## config.mk

```make
export PLATFORM = sky130hd
export DESIGN_NAME = flash_sector_ctrl
export DESIGN_NICKNAME = d
export VERILOG_FILES = /design/src/rtl/fsc_pkg.sv /design/src/rtl/fsc_sector_pick.sv /design/src/rtl/fsc_status_unit.sv /design/src/rtl/fsc_read_path.sv /design/src/rtl/flash_sector_ctrl.sv
export SDC_FILE = /design/constraint.sdc
export NUM_CORES = 1
export LEC_CHECK = 0
export BUFFER_PORTS_ARGS = -buffer_cell sky130_fd_sc_hd__buf_2
export CAP_MARGIN = 20
export CORE_MARGIN = 3
export CORE_UTILIZATION = 45
export DETAILED_ROUTE_END_ITERATION = 10
export PLACE_DENSITY = 0.87
export SLEW_MARGIN = 30
export SYNTH_ARGS = -nofsm -noshare
export SYNTH_HDL_FRONTEND = slang
export SYNTH_HIERARCHICAL = 1
export SYNTH_SLANG_ARGS = --single-unit
```

## constraint.sdc

```tcl
create_clock -name clk -period 6.4 [get_ports clk]
set_input_delay 1.6 -clock clk [delete_from_list [all_inputs] [get_ports clk]]
set_output_delay 1.6 -clock clk [all_outputs]
set_load 0.005 [all_outputs]
```

## src/rtl/fsc_pkg.sv

```systemverilog
package fsc_pkg;
  typedef enum logic [2:0] {
    ST_IDLE  = 3'd0,
    ST_PROG  = 3'd1,
    ST_ERASE = 3'd2,
    ST_SUSP  = 3'd3,
    ST_INFO  = 3'd4
  } fsc_state_e;

  localparam logic [2:0] CMD_NONE    = 3'd0;
  localparam logic [2:0] CMD_PROG    = 3'd1;
  localparam logic [2:0] CMD_ERASE   = 3'd2;
  localparam logic [2:0] CMD_SUSPEND = 3'd3;
  localparam logic [2:0] CMD_RESUME  = 3'd4;
  localparam logic [2:0] CMD_INFO    = 3'd5;
  localparam logic [2:0] CMD_EXIT    = 3'd6;

  typedef enum logic [1:0] {
    SRC_ARRAY  = 2'd0,
    SRC_STATUS = 2'd1,
    SRC_PROT   = 2'd2,
    SRC_ID     = 2'd3
  } rd_src_e;
endpackage

```

## src/rtl/fsc_sector_pick.sv

```systemverilog
module fsc_sector_pick #(
  parameter int N  = 12,
  parameter int IW = 4
) (
  input  logic [N-1:0]  sel,
  output logic          hit,
  output logic [IW-1:0] idx
);
  // lowest-numbered asserted line wins
  always_comb begin
    hit = |sel;
    idx = '0;
    for (int i = N - 1; i >= 0; i--) begin
      if (sel[i]) idx = IW'(i);
    end
  end
endmodule

```

## src/rtl/fsc_status_unit.sv

```systemverilog
module fsc_status_unit #(
  parameter int DATA_W = 8
) (
  input  logic              clk,
  input  logic              rst,
  input  logic              set_err,
  input  logic              clr_err,
  input  logic              adv,
  input  logic              busy,
  input  logic              susp,
  output logic              err_o,
  output logic [DATA_W-1:0] stat_o
);
  logic err_q;
  logic tog_q;

  always_ff @(posedge clk) begin
    if (rst) begin
      err_q <= 1'b0;
      tog_q <= 1'b0;
    end else begin
      if (set_err)      err_q <= 1'b1;
      else if (clr_err) err_q <= 1'b0;
      if (adv)          tog_q <= ~tog_q;
    end
  end

  assign err_o  = err_q;
  assign stat_o = {{(DATA_W-4){1'b0}}, busy, susp, err_q, tog_q};
endmodule

```

## src/rtl/fsc_read_path.sv

```systemverilog
module fsc_read_path
  import fsc_pkg::*;
#(
  parameter int DATA_W = 8
) (
  input  logic              clk,
  input  logic              rst,
  input  logic              rd,
  input  rd_src_e           src,
  input  logic [DATA_W-1:0] arr_data,
  input  logic [DATA_W-1:0] stat,
  input  logic              prot_bit,
  input  logic [DATA_W-1:0] dev_id,
  output logic [DATA_W-1:0] rdata
);
  logic [DATA_W-1:0] nxt;

  always_comb begin
    case (src)
      SRC_STATUS: nxt = stat;
      SRC_PROT:   nxt = {{(DATA_W-1){1'b0}}, prot_bit};
      SRC_ID:     nxt = dev_id;
      default:    nxt = arr_data;
    endcase
  end

  always_ff @(posedge clk) begin
    if (rst)     rdata <= '0;
    else if (rd) rdata <= nxt;
  end
endmodule

```

## src/rtl/flash_sector_ctrl.sv

```systemverilog
module flash_sector_ctrl
  import fsc_pkg::*;
#(
  parameter int NUM_MAIN = 8,
  parameter int NUM_BOOT = 4,
  parameter int OFF_W    = 8,
  parameter int DATA_W   = 8,
  parameter logic [DATA_W-1:0] DEV_ID = 'hA5,
  localparam int NSECT  = NUM_MAIN + NUM_BOOT,
  localparam int SECT_W = $clog2(NSECT)
) (
  input  logic              clk,
  input  logic              rst,
  input  logic [OFF_W-1:0]  bus_addr,
  input  logic [DATA_W-1:0] bus_wdata,
  input  logic [2:0]        bus_cmd,
  input  logic              bus_wr,
  input  logic              bus_rd,
  input  logic [NSECT-1:0]  sect_sel,
  input  logic [NSECT-1:0]  prot_bits,
  output logic [DATA_W-1:0] bus_rdata,
  output logic              rdy_busy_n,
  output logic              arr_run,
  output logic              arr_erase,
  output logic [SECT_W-1:0] arr_sect,
  output logic [OFF_W-1:0]  arr_off,
  output logic [DATA_W-1:0] arr_wdata,
  input  logic              arr_done,
  output logic [SECT_W-1:0] arr_rd_sect,
  output logic [OFF_W-1:0]  arr_rd_off,
  input  logic [DATA_W-1:0] arr_rd_data
);
  fsc_state_e        state_q, state_n;
  logic              sel_hit;
  logic [SECT_W-1:0] sel_idx;
  logic              set_err, accept;
  logic              err_flag;
  logic [DATA_W-1:0] stat_byte;
  logic              running, stat_adv;
  rd_src_e           rd_src;
  logic              wr_op;

  fsc_sector_pick #(.N(NSECT), .IW(SECT_W)) u_pick (
    .sel (sect_sel),
    .hit (sel_hit),
    .idx (sel_idx)
  );

  assign wr_op   = bus_wr && (bus_cmd == CMD_PROG || bus_cmd == CMD_ERASE) && sel_hit;
  assign running = (state_q == ST_PROG) || (state_q == ST_ERASE);

  always_comb begin
    state_n = state_q;
    set_err = 1'b0;
    accept  = 1'b0;
    case (state_q)
      ST_IDLE: begin
        if (wr_op) begin
          if (prot_bits[sel_idx]) begin
            set_err = 1'b1;
          end else begin
            accept  = 1'b1;
            state_n = (bus_cmd == CMD_ERASE) ? ST_ERASE : ST_PROG;
          end
        end else if (bus_wr && bus_cmd == CMD_INFO) begin
          state_n = ST_INFO;
        end
      end
      ST_PROG:  if (arr_done) state_n = ST_IDLE;
      ST_ERASE: begin
        if (arr_done)                            state_n = ST_IDLE;
        else if (bus_wr && bus_cmd == CMD_SUSPEND) state_n = ST_SUSP;
      end
      ST_SUSP:  if (bus_wr && bus_cmd == CMD_RESUME) state_n = ST_ERASE;
      ST_INFO:  if (bus_wr && bus_cmd == CMD_EXIT)   state_n = ST_IDLE;
      default:  state_n = ST_IDLE;
    endcase
  end

  always_ff @(posedge clk) begin
    if (rst) begin
      state_q    <= ST_IDLE;
      arr_run    <= 1'b0;
      rdy_busy_n <= 1'b1;
      arr_erase  <= 1'b0;
      arr_sect   <= '0;
      arr_off    <= '0;
      arr_wdata  <= '0;
    end else begin
      state_q    <= state_n;
      arr_run    <= (state_n == ST_PROG) || (state_n == ST_ERASE);
      rdy_busy_n <= !((state_n == ST_PROG) || (state_n == ST_ERASE));
      if (accept) begin
        arr_erase <= (bus_cmd == CMD_ERASE);
        arr_sect  <= sel_idx;
        arr_off   <= bus_addr;
        arr_wdata <= bus_wdata;
      end
    end
  end

  // read source selection
  always_comb begin
    rd_src = SRC_ARRAY;
    if (state_q == ST_INFO)
      rd_src = sel_hit ? SRC_PROT : SRC_ID;
    else if (running || !sel_hit)
      rd_src = SRC_STATUS;
    else if (state_q == ST_SUSP && sel_idx == arr_sect)
      rd_src = SRC_STATUS;
  end

  assign stat_adv = bus_rd && (rd_src == SRC_STATUS) && (running || state_q == ST_SUSP);

  fsc_status_unit #(.DATA_W(DATA_W)) u_stat (
    .clk     (clk),
    .rst     (rst),
    .set_err (set_err),
    .clr_err (accept),
    .adv     (stat_adv),
    .busy    (running),
    .susp    (state_q == ST_SUSP),
    .err_o   (err_flag),
    .stat_o  (stat_byte)
  );

  assign arr_rd_sect = sel_idx;
  assign arr_rd_off  = bus_addr;

  fsc_read_path #(.DATA_W(DATA_W)) u_rd (
    .clk      (clk),
    .rst      (rst),
    .rd       (bus_rd),
    .src      (rd_src),
    .arr_data (arr_rd_data),
    .stat     (stat_byte),
    .prot_bit (prot_bits[sel_idx]),
    .dev_id   (DEV_ID),
    .rdata    (bus_rdata)
  );
endmodule

```

==> implementation parameters, run 1 <==
Parameter                              Value

CTS
  CTS sink count    36
  Number of buffers inserted during clock tree synthesis    5
  CTS Hold Bufs    0
  Post-CTS Resized    0
  Deepest clock path buffer count    2
  Clock input transition at the sequential cells of the worst setup and hold paths    0.07 ns
  H-tree levels    2
  Post-CTS setup repair buffer count    0
  TritonCTS clock tree    done
  Clock latency of the later-clocked register in the worst-skew pair    0.28 ns
  Library cell used as clock root buffer    sky130_fd_sc_hd__clkbuf_8

Critical path
  Startpoint Class    input port
  Arrival time of the worst setup path    2.83 ns
  Capturing element type of the critical path    primary output
  CP Data Required Time    4.80 ns
  Crit-path max FO    6
  Crit path kind    in2out

Placed design
  Half-perimeter wire length after detailed placement    4.22 mm
  Total placed instance area    0.00272 mm^2
  Dpl cells    407
  Buffers added on ports    98
  GP Congestion    0.834
  Pre-CTS setup slack    1.71 ns

Route
  Number of design rule violations left after detail routing    0
  Number of vias in the routed layout    2126
  Routed length per instance    13.3 um
  Count of nets left with antenna violations after detail routing    0
  DRT Wirelength    5.54 mm
  Detailed Routing Iterations Pass 1    4
  DRT iter0 DRCs    66
  Avg Vias per Cell    5.12

Die
  Effective utilization at floorplan    0.480
  Width of the die    77.9 um
  Number of I/O pins    99
  Floorplan die height    77.9 um
  Placement Rows    25
  DIE AREA    0.00607 mm^2
  Std-Cell Core Area    0.00485 mm^2

Yosys
  Share of synthesized flip-flops with an asynchronous set or reset    0
  Yosys warning total    6
  Synth unique cells    48
  Top-area cell type share of the netlist area    0.310
  Sequential cell area fraction in the yosys report    0.310
  Count of flip-flops with a built-in enable after synthesis    0
  Top FF cell, synth    sky130_fd_sc_hd__dfxtp_1
  Area of the mapped netlist    0.00233 mm^2
  Seq cells post-synth    36
  Cell types with the largest area share after synthesis    sky130_fd_sc_hd__dfxtp_1 31%, sky130_fd_sc_hd__or3b_1 7.2%, sky130_fd_sc_hd__buf_4 5.8%, sky130_fd_sc_hd__a21oi_2 3.8%, sky130_fd_sc_hd__mux2_1 3.4%
  Average footprint of a synthesized cell    8.78 um^2
  Cells after synthesis    265
  Cell type contributing the most total cell area after synthesis    sky130_fd_sc_hd__dfxtp_1

STA
  Number of pins exceeding their max-slew limit in the final report    0
  Clock period minus final worst setup slack    4.43 ns
  Worst Skew    0.00353 ns
  Count of endpoints failing setup in the final report    0
  Setup_tns    0 ns
  Worst relative slew slack    0.461
  Worst slew pin tran    0.809 ns
  Fmax    226 MHz
  Number of hold violations in the final report    0
  Post-route clock period utilization    0.692
  Minimum setup slack in the final design    1.97 ns
  Unrepaired setup endpoints after global routing    no

Flow run
  Max-capacitance violation count    0

Finish
  Highest-count cells in the layout ignoring fill and taps    98 x sky130_fd_sc_hd__buf_2, 36 x sky130_fd_sc_hd__dfxtp_1, 20 x sky130_fd_sc_hd__nand2_1
  Cell area after layout    0.00282 mm^2
  Area taken by multi-input logic gates    0.00138 mm^2
  # diodes    0
  Net total in the final layout    403
  Flip-flop and latch area    721 um^2
  Most common cell after layout, fill and taps aside    sky130_fd_sc_hd__buf_2
  Post-Route Utilization    0.581
  Synthesis-to-finish area growth    21.1%
  Share of post-route cells with drive strength above 1    0.405
  Layout Cells excl Fill    415
  Number of filler cells placed in the layout    424

Hold path
  Worst Hold Class    reg2reg

Global route
  Wire length of the first global-routing pass    9.04 mm
  Tot GR Track Use    0.181
  Via count of the first global-routing pass    2011
  Sum of overflow across all layers after global routing    0
  Initial antenna violation count    0
  Maximum number of pins on one net before global-route repair    40

Power
  Power density relative to cell area    176 mW/mm^2
  Reported leakage power    1.22 nW
  Largest vdd supply drop    0.123 mV

Status
  Result of the run    finished clean
==> stage by stage <==
stage / power, mW / hold slack [ns]
after floorplan: 0.300 / 0.457
after global placement: 0.330 / 0.470
after detailed placement: 0.333 / 0.476
after CTS: 0.501 / 0.486
after global routing: 0.522 / 0.505
final: 0.496 / 0.483
==> metal layers <==
metal,vias to the layer above,track usage,share of wire
li1,1082,-,-
met1,965,0.219,0.43
met2,72,0.308,0.49
met3,7,0.0499,0.066
met4,0,0.0577,0.012
met5,-,0,0
==> Yosys cell counts (2+ instances only) <==
master                      n
sky130_fd_sc_hd__dfxtp_1   36
sky130_fd_sc_hd__nand2_1   20
sky130_fd_sc_hd__or3b_1    19
sky130_fd_sc_hd__buf_4     18
sky130_fd_sc_hd__a21oi_1   15
sky130_fd_sc_hd__nor2_1    15
sky130_fd_sc_hd__o21ai_0   13
sky130_fd_sc_hd__a21oi_2   10
sky130_fd_sc_hd__o21ai_2    9
sky130_fd_sc_hd__nand2b_1   8
sky130_fd_sc_hd__a311oi_1   7
sky130_fd_sc_hd__clkbuf_1   7
sky130_fd_sc_hd__mux2_1     7
sky130_fd_sc_hd__mux2i_1    7
sky130_fd_sc_hd__buf_6      6
sky130_fd_sc_hd__inv_1      6
sky130_fd_sc_hd__nor2b_1    6
sky130_fd_sc_hd__nor3_1     5
sky130_fd_sc_hd__o21ai_1    4
sky130_fd_sc_hd__xnor2_1    4
sky130_fd_sc_hd__buf_2      3
sky130_fd_sc_hd__conb_1     3
sky130_fd_sc_hd__nand3_1    3
sky130_fd_sc_hd__xor2_1     3
sky130_fd_sc_hd__a31oi_1    2
sky130_fd_sc_hd__and2_1     2
sky130_fd_sc_hd__mux4_2     2
sky130_fd_sc_hd__nor2_2     2
sky130_fd_sc_hd__nor4_1     2
sky130_fd_sc_hd__nor4_2     2
sky130_fd_sc_hd__nor4bb_1   2
==> critical path, cell delays in order <==
cell	delay, ns
sky130_fd_sc_hd__buf_2	0.13
sky130_fd_sc_hd__nor4_2	0.37
sky130_fd_sc_hd__nand2_1	0.08
sky130_fd_sc_hd__nor2_1	0.43
sky130_fd_sc_hd__buf_2	0.21
==> layout make-up <==
cell class | instances | area share
timing repair buffer | 101 | 0.182
clock inverter | 2 | 0.00355
inverter | 7 | 0.00933
clock buffer | 6 | 0.0293
tap | 67 | 0.0298
sequential | 36 | 0.256
multi-input combinational | 196 | 0.490
==> worst paths after layout <==
check                                   start        endpoint  slack [ns]  cells after the start
worst min register to register  u_rd/rdata[4]   u_rd/rdata[4]        0.48                      2
worst max-delay path              sect_sel[6]  arr_rd_sect[3]        1.97                      5
worst min-delay path            u_rd/rdata[4]   u_rd/rdata[4]        0.48                      2
worst max register to register     state_q[2]      rdy_busy_n        3.78                      6
==> logic make-up (layout without fill, tap and decap cells) <==
family                    count (synthesis)  count (layout)  share of synthesized area
and+or+nand+nor                          89              89                      0.227
AOI/OAI and AO/OA                        72              72                      0.231
buffers and inverters                    42             116                      0.118
DFF                                      36              36                      0.310
muxes                                    16              16                     0.0834
xor gates and xnor gates                  7               7                     0.0264
other                                     3              12                    0.00484
==> sequential cells by signal, summed over array words and instances (netlist names) <==
signal	cells
arr_off	8
arr_run	1
rdy_busy_n	1
state_q	3
u_rd/rdata	8
arr_wdata	8
arr_erase	1
u_stat/err_o	1
u_stat/tog_q	1
arr_sect	4
==> where the power goes <==
part           internal (mW)  total [mW]  switching, mW
combinational         0.0432      0.0919         0.0487
sequential             0.232       0.236        0.00423
clock                 0.0859       0.167         0.0814
total                  0.361       0.496          0.134
Note: power is estimated with default switching activity, not from simulation.
==> run 2: changes to the inputs <==
- CORE_UTILIZATION: 45 -> 43
- clock period: 6.4 -> 3.7 ns (I/O delays scaled with it)
==> run 2 against run 1 <==
- clock skew grew 0.0015 ns
- final cell count grew 1.7%
- largest cell class unchanged
- via count grew 0.56%
- total power grew 72%
- count of clock-buffer cells in the layout is the same
- clock power grew 71%
- sequential power grew 73%
- global-route usage shrank 0.15 points
- highest routed layer unchanged
- register-to-register slack lost 2.3 ns
- first-iteration DRC count grew 20%
- worst setup slack lost 1.5 ns
- cell area grew 1.2%
==> implementation parameters, run 2 (synthesis results as in run 1) <==
Parameter                              Value

Placed design
  Half-perimeter wire length after detailed placement    4.31 mm (+2.1%)
  Buffers added on ports    98 (unchanged)
  GP Congestion    0.898 (+7.7%)

Route
  DRT Wirelength    5.65 mm (+2.0%)
  DRT iter0 DRCs    79 (+20%)
  Number of vias in the routed layout    2138 (+0.56%)
  Count of nets left with antenna violations after detail routing    0 (unchanged)
  Detailed Routing Iterations Pass 1    4 (unchanged)
  Number of design rule violations left after detail routing    0 (unchanged)
  Routed length per instance    13.4 um (+0.33%)
  Avg Vias per Cell    5.07 (-1.1%)

STA
  Count of endpoints failing setup in the final report    0 (unchanged)
  Worst slew pin tran    0.795 ns (-0.0132 ns)
  Fmax    312 MHz
  Unrepaired setup endpoints after global routing    no
  Number of hold violations in the final report    0 (unchanged)
  Worst Skew    0.00500 ns (+0.00147 ns)
  Number of pins exceeding their max-slew limit in the final report    0 (unchanged)
  Worst relative slew slack    0.470 (+0.00877)
  Clock period minus final worst setup slack    3.20 ns
  Setup_tns    0 ns (unchanged)
  Post-route clock period utilization    0.866

Critical path
  Reg-to-reg endpoint    u_stat/tog_q
  Arrival time of the worst setup path    3.41 ns (+0.58 ns)
  Standard cell with the maximum stage delay on the critical path    sky130_fd_sc_hd__a221oi_4
  CP Data Required Time    3.91 ns (-0.89 ns)
  Critical path cell sequence    buf_2 > nor2_1 > o31ai_1 > a211oi_1 > nor3_1 > buf_4 > mux2i_1 > a221oi_4 > a211oi_4 > buf_4 > or3b_1 > a21oi_2
  Max incr delay on CP    0.45 ns (+0.02 ns)
  Capturing element type of the critical path    flip-flop
  Cell type with the highest occurrence count on the critical path    sky130_fd_sc_hd__buf_4
  Startpoint Class    input port
  Crit path kind    in2reg
  Launch instance of the worst register-to-register path    state_q[1]
  Worst reg2reg path depth    8 (+2)
  Crit-path max FO    28 (+22)
  Internal reg-to-reg setup slack    1.50 ns (-2.28 ns)

Finish
  Share of post-route cells with drive strength above 1    0.409 (+0.00392)
  # diodes    0 (unchanged)
  Net total in the final layout    407 (+0.99%)
  Synthesis-to-finish area growth    22.6%
  Largest registers in the final layout    arr_off (8), arr_wdata (8), u_rd/rdata (8)
  Number of filler cells placed in the layout    482 (+14%)
  Most common cell after layout, fill and taps aside    sky130_fd_sc_hd__buf_2
  Highest-count cells in the layout ignoring fill and taps    98 x sky130_fd_sc_hd__buf_2, 36 x sky130_fd_sc_hd__dfxtp_1, 20 x sky130_fd_sc_hd__nand2_1

CTS
  Clock input transition at the sequential cells of the worst setup and hold paths    0.07 ns (about the same)
  Library cell used as clock root buffer    sky130_fd_sc_hd__clkbuf_8
  CTS Hold Bufs    0 (unchanged)
  Number of buffers inserted during clock tree synthesis    5 (unchanged)
  Clock latency of the later-clocked register in the worst-skew pair    0.28 ns (about the same)
  Deepest clock path buffer count    2 (unchanged)
  TritonCTS clock tree    done
  CTS sink count    36 (unchanged)
  Post-CTS Resized    0 (unchanged)
  H-tree levels    2 (unchanged)
  Post-CTS setup repair buffer count    0 (unchanged)

Hold path
  Hold_sp    u_rd/rdata[6]
  Worst Hold Class    reg2reg
  Number of cells traversed by the worst hold path    2 (unchanged)
  Hold worst-path end    u_rd/rdata[6]

Die
  Floorplan die height    79.5 um (+2.1%)
  DIE AREA    0.00633 mm^2 (+4.3%)
  Placement Rows    26 (+4.0%)
  Number of I/O pins    99 (unchanged)
  Std-Cell Core Area    0.00517 mm^2 (+6.7%)
  Effective utilization at floorplan    0.450 (-0.0301)
  Width of the die    79.5 um (+2.1%)

Status
  Result of the run    finished clean

Global route
  Maximum number of pins on one net before global-route repair    40 (unchanged)
  Tot GR Track Use    0.179 (-0.00155)
  Sum of overflow across all layers after global routing    0 (unchanged)
  Via count of the first global-routing pass    2063 (+2.6%)
  Initial antenna violation count    0 (unchanged)
  Wire length of the first global-routing pass    9.18 mm (+1.5%)

Power
  Power density relative to cell area    300 mW/mm^2 (+70%)
  Reported leakage power    1.24 nW (+1.7%)
  Largest vdd supply drop    0.199 mV (+62%)
  Power after layout    0.855 mW (+72%)

Flow run
  Max-capacitance violation count    0 (unchanged)
## run 2: cell count changes in the layout (fill, tap and decap cells not counted), sizes merged
cell / before / now
buf: 101 / 105
## run 2: routing by layer
metal  GRT usage  routed length (um)  up-vias
met4      0.0361                  27        0
met3      0.0485                 426        4
met1       0.204                2270      963
met5           0                   0        -
li1            -                   -     1093
met2       0.332                2920       78
## run 2: worst max-delay path by stage
stage                    endpoint  cells past startpoint          from  slack (ns)
floorplan           u_rd/rdata[0]                     10   sect_sel[6]        0.54
global placement     arr_wdata[6]                     10   sect_sel[6]        0.41
detailed placement   u_stat/tog_q                     13  sect_sel[10]        0.21
CTS                  u_stat/tog_q                     13  sect_sel[10]        0.51
global route         arr_wdata[1]                     12  sect_sel[10]        0.33
finish               arr_wdata[4]                     12  sect_sel[10]        0.50
## run 2: report_power, final
group / switching (mW) / leakage, nW / total [mW] / internal (mW)
registers: 0.00739 / 0.293 / 0.409 / 0.401
logic: 0.0841 / 0.899 / 0.161 / 0.0765
clock network: 0.137 / 0.0510 / 0.285 / 0.149
## run 2: critical path: cells and delay by family
kind | cells | cell delay [ns]
AO/OA/AOI/OAI | 5 | 1.11
multiplexers | 1 | 0.16
buffers and inverters | 3 | 0.54
AND/OR/NAND/NOR | 3 | 0.65
## run 2: through the flow
step                instances  setup slack, ns  utilization  hold slack, ns  cell area [um^2]
floorplan                 274            0.541            -           0.457              2360
global placement          414            0.414        0.534           0.463              2760
detailed placement        414            0.213        0.534           0.475              2760
CTS                       422            0.508        0.552           0.485              2850
global route              422            0.327        0.552           0.502              2850
finish                    422            0.495        0.552           0.481              2850
## run 2: layout make-up
class / instances / area [um^2] / share of cell area
tap: 70 / 87.6 / 0.0307
clock buffer: 6 / 82.6 / 0.0289
timing repair buffer: 105 / 556 / 0.195
clock inverter: 2 / 10.0 / 0.00351
sequential: 36 / 721 / 0.253
multi-input combinational: 196 / 1370 / 0.480
inverter: 7 / 26.3 / 0.00921
==> run 3: changes to the inputs <==
--- a/config.mk
+++ b/config.mk
@@ -9,7 +9,8 @@
 export CAP_MARGIN = 20
 export CORE_MARGIN = 3
-export CORE_UTILIZATION = 43
+export CORE_UTILIZATION = 45
+export CTS_BUF_LIST = sky130_fd_sc_hd__clkbuf_8
 export DETAILED_ROUTE_END_ITERATION = 10
-export PLACE_DENSITY = 0.87
+export PLACE_DENSITY = 0.9
 export SLEW_MARGIN = 30
 export SYNTH_ARGS = -nofsm -noshare
==> constraint.sdc (replaced) <==
create_clock -name clk -period 3.7 [get_ports clk]
set_input_delay 0.925 -clock clk [delete_from_list [all_inputs] [get_ports clk]]
set_output_delay 0.925 -clock clk [all_outputs]
set_load 0.05 [all_outputs]
==> run 3 against run 2 <==
- worst hold slack worse by 0.0012 ns
- combinational power is 39% higher
- global-route usage is 0.13 points higher
- critical path type unchanged
- critical endpoint is now u_stat/tog_q
- highest routed layer unchanged
- via count is 0.33% higher
- cell area is 0.75% lower
- clock skew is 0.0015 ns higher
- wire length is 4.4% lower
- final cell count is 0.95% lower
==> implementation parameters, run 3 (synthesis results as in run 1) <==
Parameter                              Value

Power
  Reported leakage power    1.23 nW (-0.67%)
  Switch Pwr    0.288 mW (+26%)
  Part of the total power dissipated in sequential elements    0.459 (-0.019)
  Largest vdd supply drop    0.173 mV (-13%)
  Clock group share of total power    0.290 (-0.044)
  Power share of the combinational group    0.251 (+0.063)
  Cell-internal power    0.603 mW (-3.7%)
  Power after layout    0.891 mW (+4.2%)
  Power density relative to cell area    315 mW/mm^2 (+5.0%)
  Switching power share of the total    0.323 (+0.0558)

CTS
  Post-CTS setup repair buffer count    0 (unchanged)
  Library cell used as clock root buffer    sky130_fd_sc_hd__clkbuf_8
  CTS Hold Bufs    0 (unchanged)
  Post-CTS Resized    0 (unchanged)
  Deepest clock path buffer count    2 (unchanged)
  Clock input transition at the sequential cells of the worst setup and hold paths    0.07 ns (about the same)
  H-tree levels    2 (unchanged)
  TritonCTS clock tree    done
  CTS sink count    36 (unchanged)
  Clock latency of the later-clocked register in the worst-skew pair    0.28 ns (about the same)
  Number of buffers inserted during clock tree synthesis    5 (unchanged)

Critical path
  Capturing element type of the critical path    flip-flop
  Arrival time of the worst setup path    3.24 ns (-0.17 ns)
  Cell type with the highest occurrence count on the critical path    sky130_fd_sc_hd__xnor2_1
  Crit path kind    in2reg
  Launch point of the critical path    sect_sel[8]
  Max incr delay on CP    0.44 ns (about the same)
  CP Data Required Time    3.83 ns (-0.08 ns)
  Launch instance of the worst register-to-register path    state_q[1]
  Standard cell with the maximum stage delay on the critical path    sky130_fd_sc_hd__o311ai_1
  Critical path cell sequence    buf_2 > o31ai_1 > a211oi_1 > nor3_2 > xnor2_1 > nand2_1 > o311ai_1 > buf_4 > nor4bb_1 > xnor2_1 > nor2_1
  Internal reg-to-reg setup slack    1.45 ns (-0.05 ns)
  Crit-path max FO    9 (-68%)
  Startpoint Class    input port

Die
  Width of the die    77.9 um (-2.1%)
  Placement Rows    25 (-3.8%)
  DIE AREA    0.00607 mm^2 (-4.1%)
  Floorplan die height    77.9 um (-2.1%)
  Number of I/O pins    99 (unchanged)
  Std-Cell Core Area    0.00485 mm^2 (-6.3%)
  Effective utilization at floorplan    0.480 (+0.0301)

Route
  DRT Wirelength    5.40 mm (-4.4%)
  Routed length per instance    12.9 um (-3.5%)
  DRT iter0 DRCs    115 (+46%)
  Number of vias in the routed layout    2145 (+0.33%)
  Detailed Routing Iterations Pass 1    4 (unchanged)
  Avg Vias per Cell    5.13 (+1.3%)
  Number of design rule violations left after detail routing    0 (unchanged)
  Count of nets left with antenna violations after detail routing    0 (unchanged)

STA
  Post-route clock period utilization    0.840 (-0.0259)
  Worst slew pin tran    0.805 ns (+0.0100 ns)
  Clock period minus final worst setup slack    3.11 ns (-0.0959 ns)
  Minimum setup slack in the final design    0.591 ns (+0.0959 ns)
  Fmax    322 MHz (+3.1%)
  Worst Skew    0.00647 ns (+0.00148 ns)
  Count of endpoints failing setup in the final report    0 (unchanged)
  Setup_tns    0 ns (unchanged)
  Hold_ws    0.480 ns (-0.00116 ns)
  Unrepaired setup endpoints after global routing    no
  Worst relative slew slack    0.463 (-0.00666)
  Number of pins exceeding their max-slew limit in the final report    0 (unchanged)
  Number of hold violations in the final report    0 (unchanged)

Hold path
  Hold_sp    u_rd/rdata[4]
  Worst Hold Class    reg2reg

Finish
  # diodes    0 (unchanged)
  Most common cell after layout, fill and taps aside    sky130_fd_sc_hd__buf_2
  Net total in the final layout    407 (unchanged)
  Synthesis-to-finish area growth    21.7%
  Number of filler cells placed in the layout    443 (-8.1%)
  Cell area after layout    0.00283 mm^2 (-0.75%)
  Flip-flop and latch area    721 um^2 (unchanged)
  Share of post-route cells with drive strength above 1    0.413 (+0.00401)
  Area taken by multi-input logic gates    0.00138 mm^2 (+0.73%)
  Highest-count cells in the layout ignoring fill and taps    98 x sky130_fd_sc_hd__buf_2, 36 x sky130_fd_sc_hd__dfxtp_1, 20 x sky130_fd_sc_hd__nand2_1
  Largest registers in the final layout    arr_off (8), arr_wdata (8), u_rd/rdata (8)

Flow run
  Max-capacitance violation count    0 (unchanged)

Placed design
  Half-perimeter wire length after detailed placement    4.10 mm (-4.9%)
  GP Congestion    0.884 (-1.5%)
  Total placed instance area    0.00275 mm^2 (-0.23%)
  Buffers added on ports    98 (unchanged)
  Pre-CTS setup slack    0.298 ns (+0.0850 ns)

Global route
  Maximum number of pins on one net before global-route repair    40 (unchanged)
  Via count of the first global-routing pass    2076 (+0.63%)
  Wire length of the first global-routing pass    9.08 mm (-1.1%)
  Sum of overflow across all layers after global routing    0 (unchanged)
  Initial antenna violation count    0 (unchanged)
  Tot GR Track Use    0.180 (+0.00128)

Status
  Result of the run    finished clean
[run 3: changes by cell type in the layout (fill, tap and decap cells not counted), sizes merged]
cell,change
clkbuf,-1
clkinv,-1
inv,+1
[run 3: cell type report]
class | instances | share of cell area
Clock inverter | 2 | 0.00309
Multi-Input combinational cell | 196 | 0.487
Tap cell | 67 | 0.0296
Sequential cell | 36 | 0.255
Clock buffer | 5 | 0.0243
Timing Repair Buffer | 105 | 0.192
Inverter | 7 | 0.00928
[run 3: power by group through the flow]
stage / registers (mW) / clock network [mW] / logic (mW)
2_1_floorplan: 0.460 / 0 / 0.124
3_3_place_gp: 0.417 / 0 / 0.219
3_5_place_dp: 0.417 / 0 / 0.224
4_1_cts: 0.409 / 0.270 / 0.224
5_1_grt: 0.411 / 0.287 / 0.242
6_report: 0.409 / 0.259 / 0.223
[run 3: path summary, 6_finish.rpt]
| check | end | cells past startpoint |
|---|---|---|
| worst max-delay path | u_stat/tog_q | 11 |
| worst min-delay path | u_rd/rdata[4] | 2 |
| worst max register to register | u_stat/tog_q | 8 |
| worst min register to register | u_rd/rdata[4] | 2 |
[run 3: per-layer routing]
| layer | up-vias | track usage | share of wire |
|---|---|---|---|
| met4 | 0 | 0.0612 | 0.017 |
| li1 | 1090 | - | - |
| met3 | 9 | 0.0360 | 0.053 |
| met5 | - | 0 | 0 |
| met2 | 61 | 0.327 | 0.51 |
| met1 | 985 | 0.210 | 0.42 |
[run 3: through the flow]
| step | util | std cells |
|---|---|---|
| floorplan | - | 274 |
| global placement | 0.568 | 411 |
| detailed placement | 0.568 | 411 |
| CTS | 0.584 | 418 |
| global route | 0.584 | 418 |
| finish | 0.584 | 418 |
[run 3: worst max-delay path: cells and delay by family]
family | cells | cell delay, ns
buf+inv | 2 | 0.35
simple gates | 4 | 0.84
xor+xnor | 2 | 0.33
compound gates | 3 | 0.79
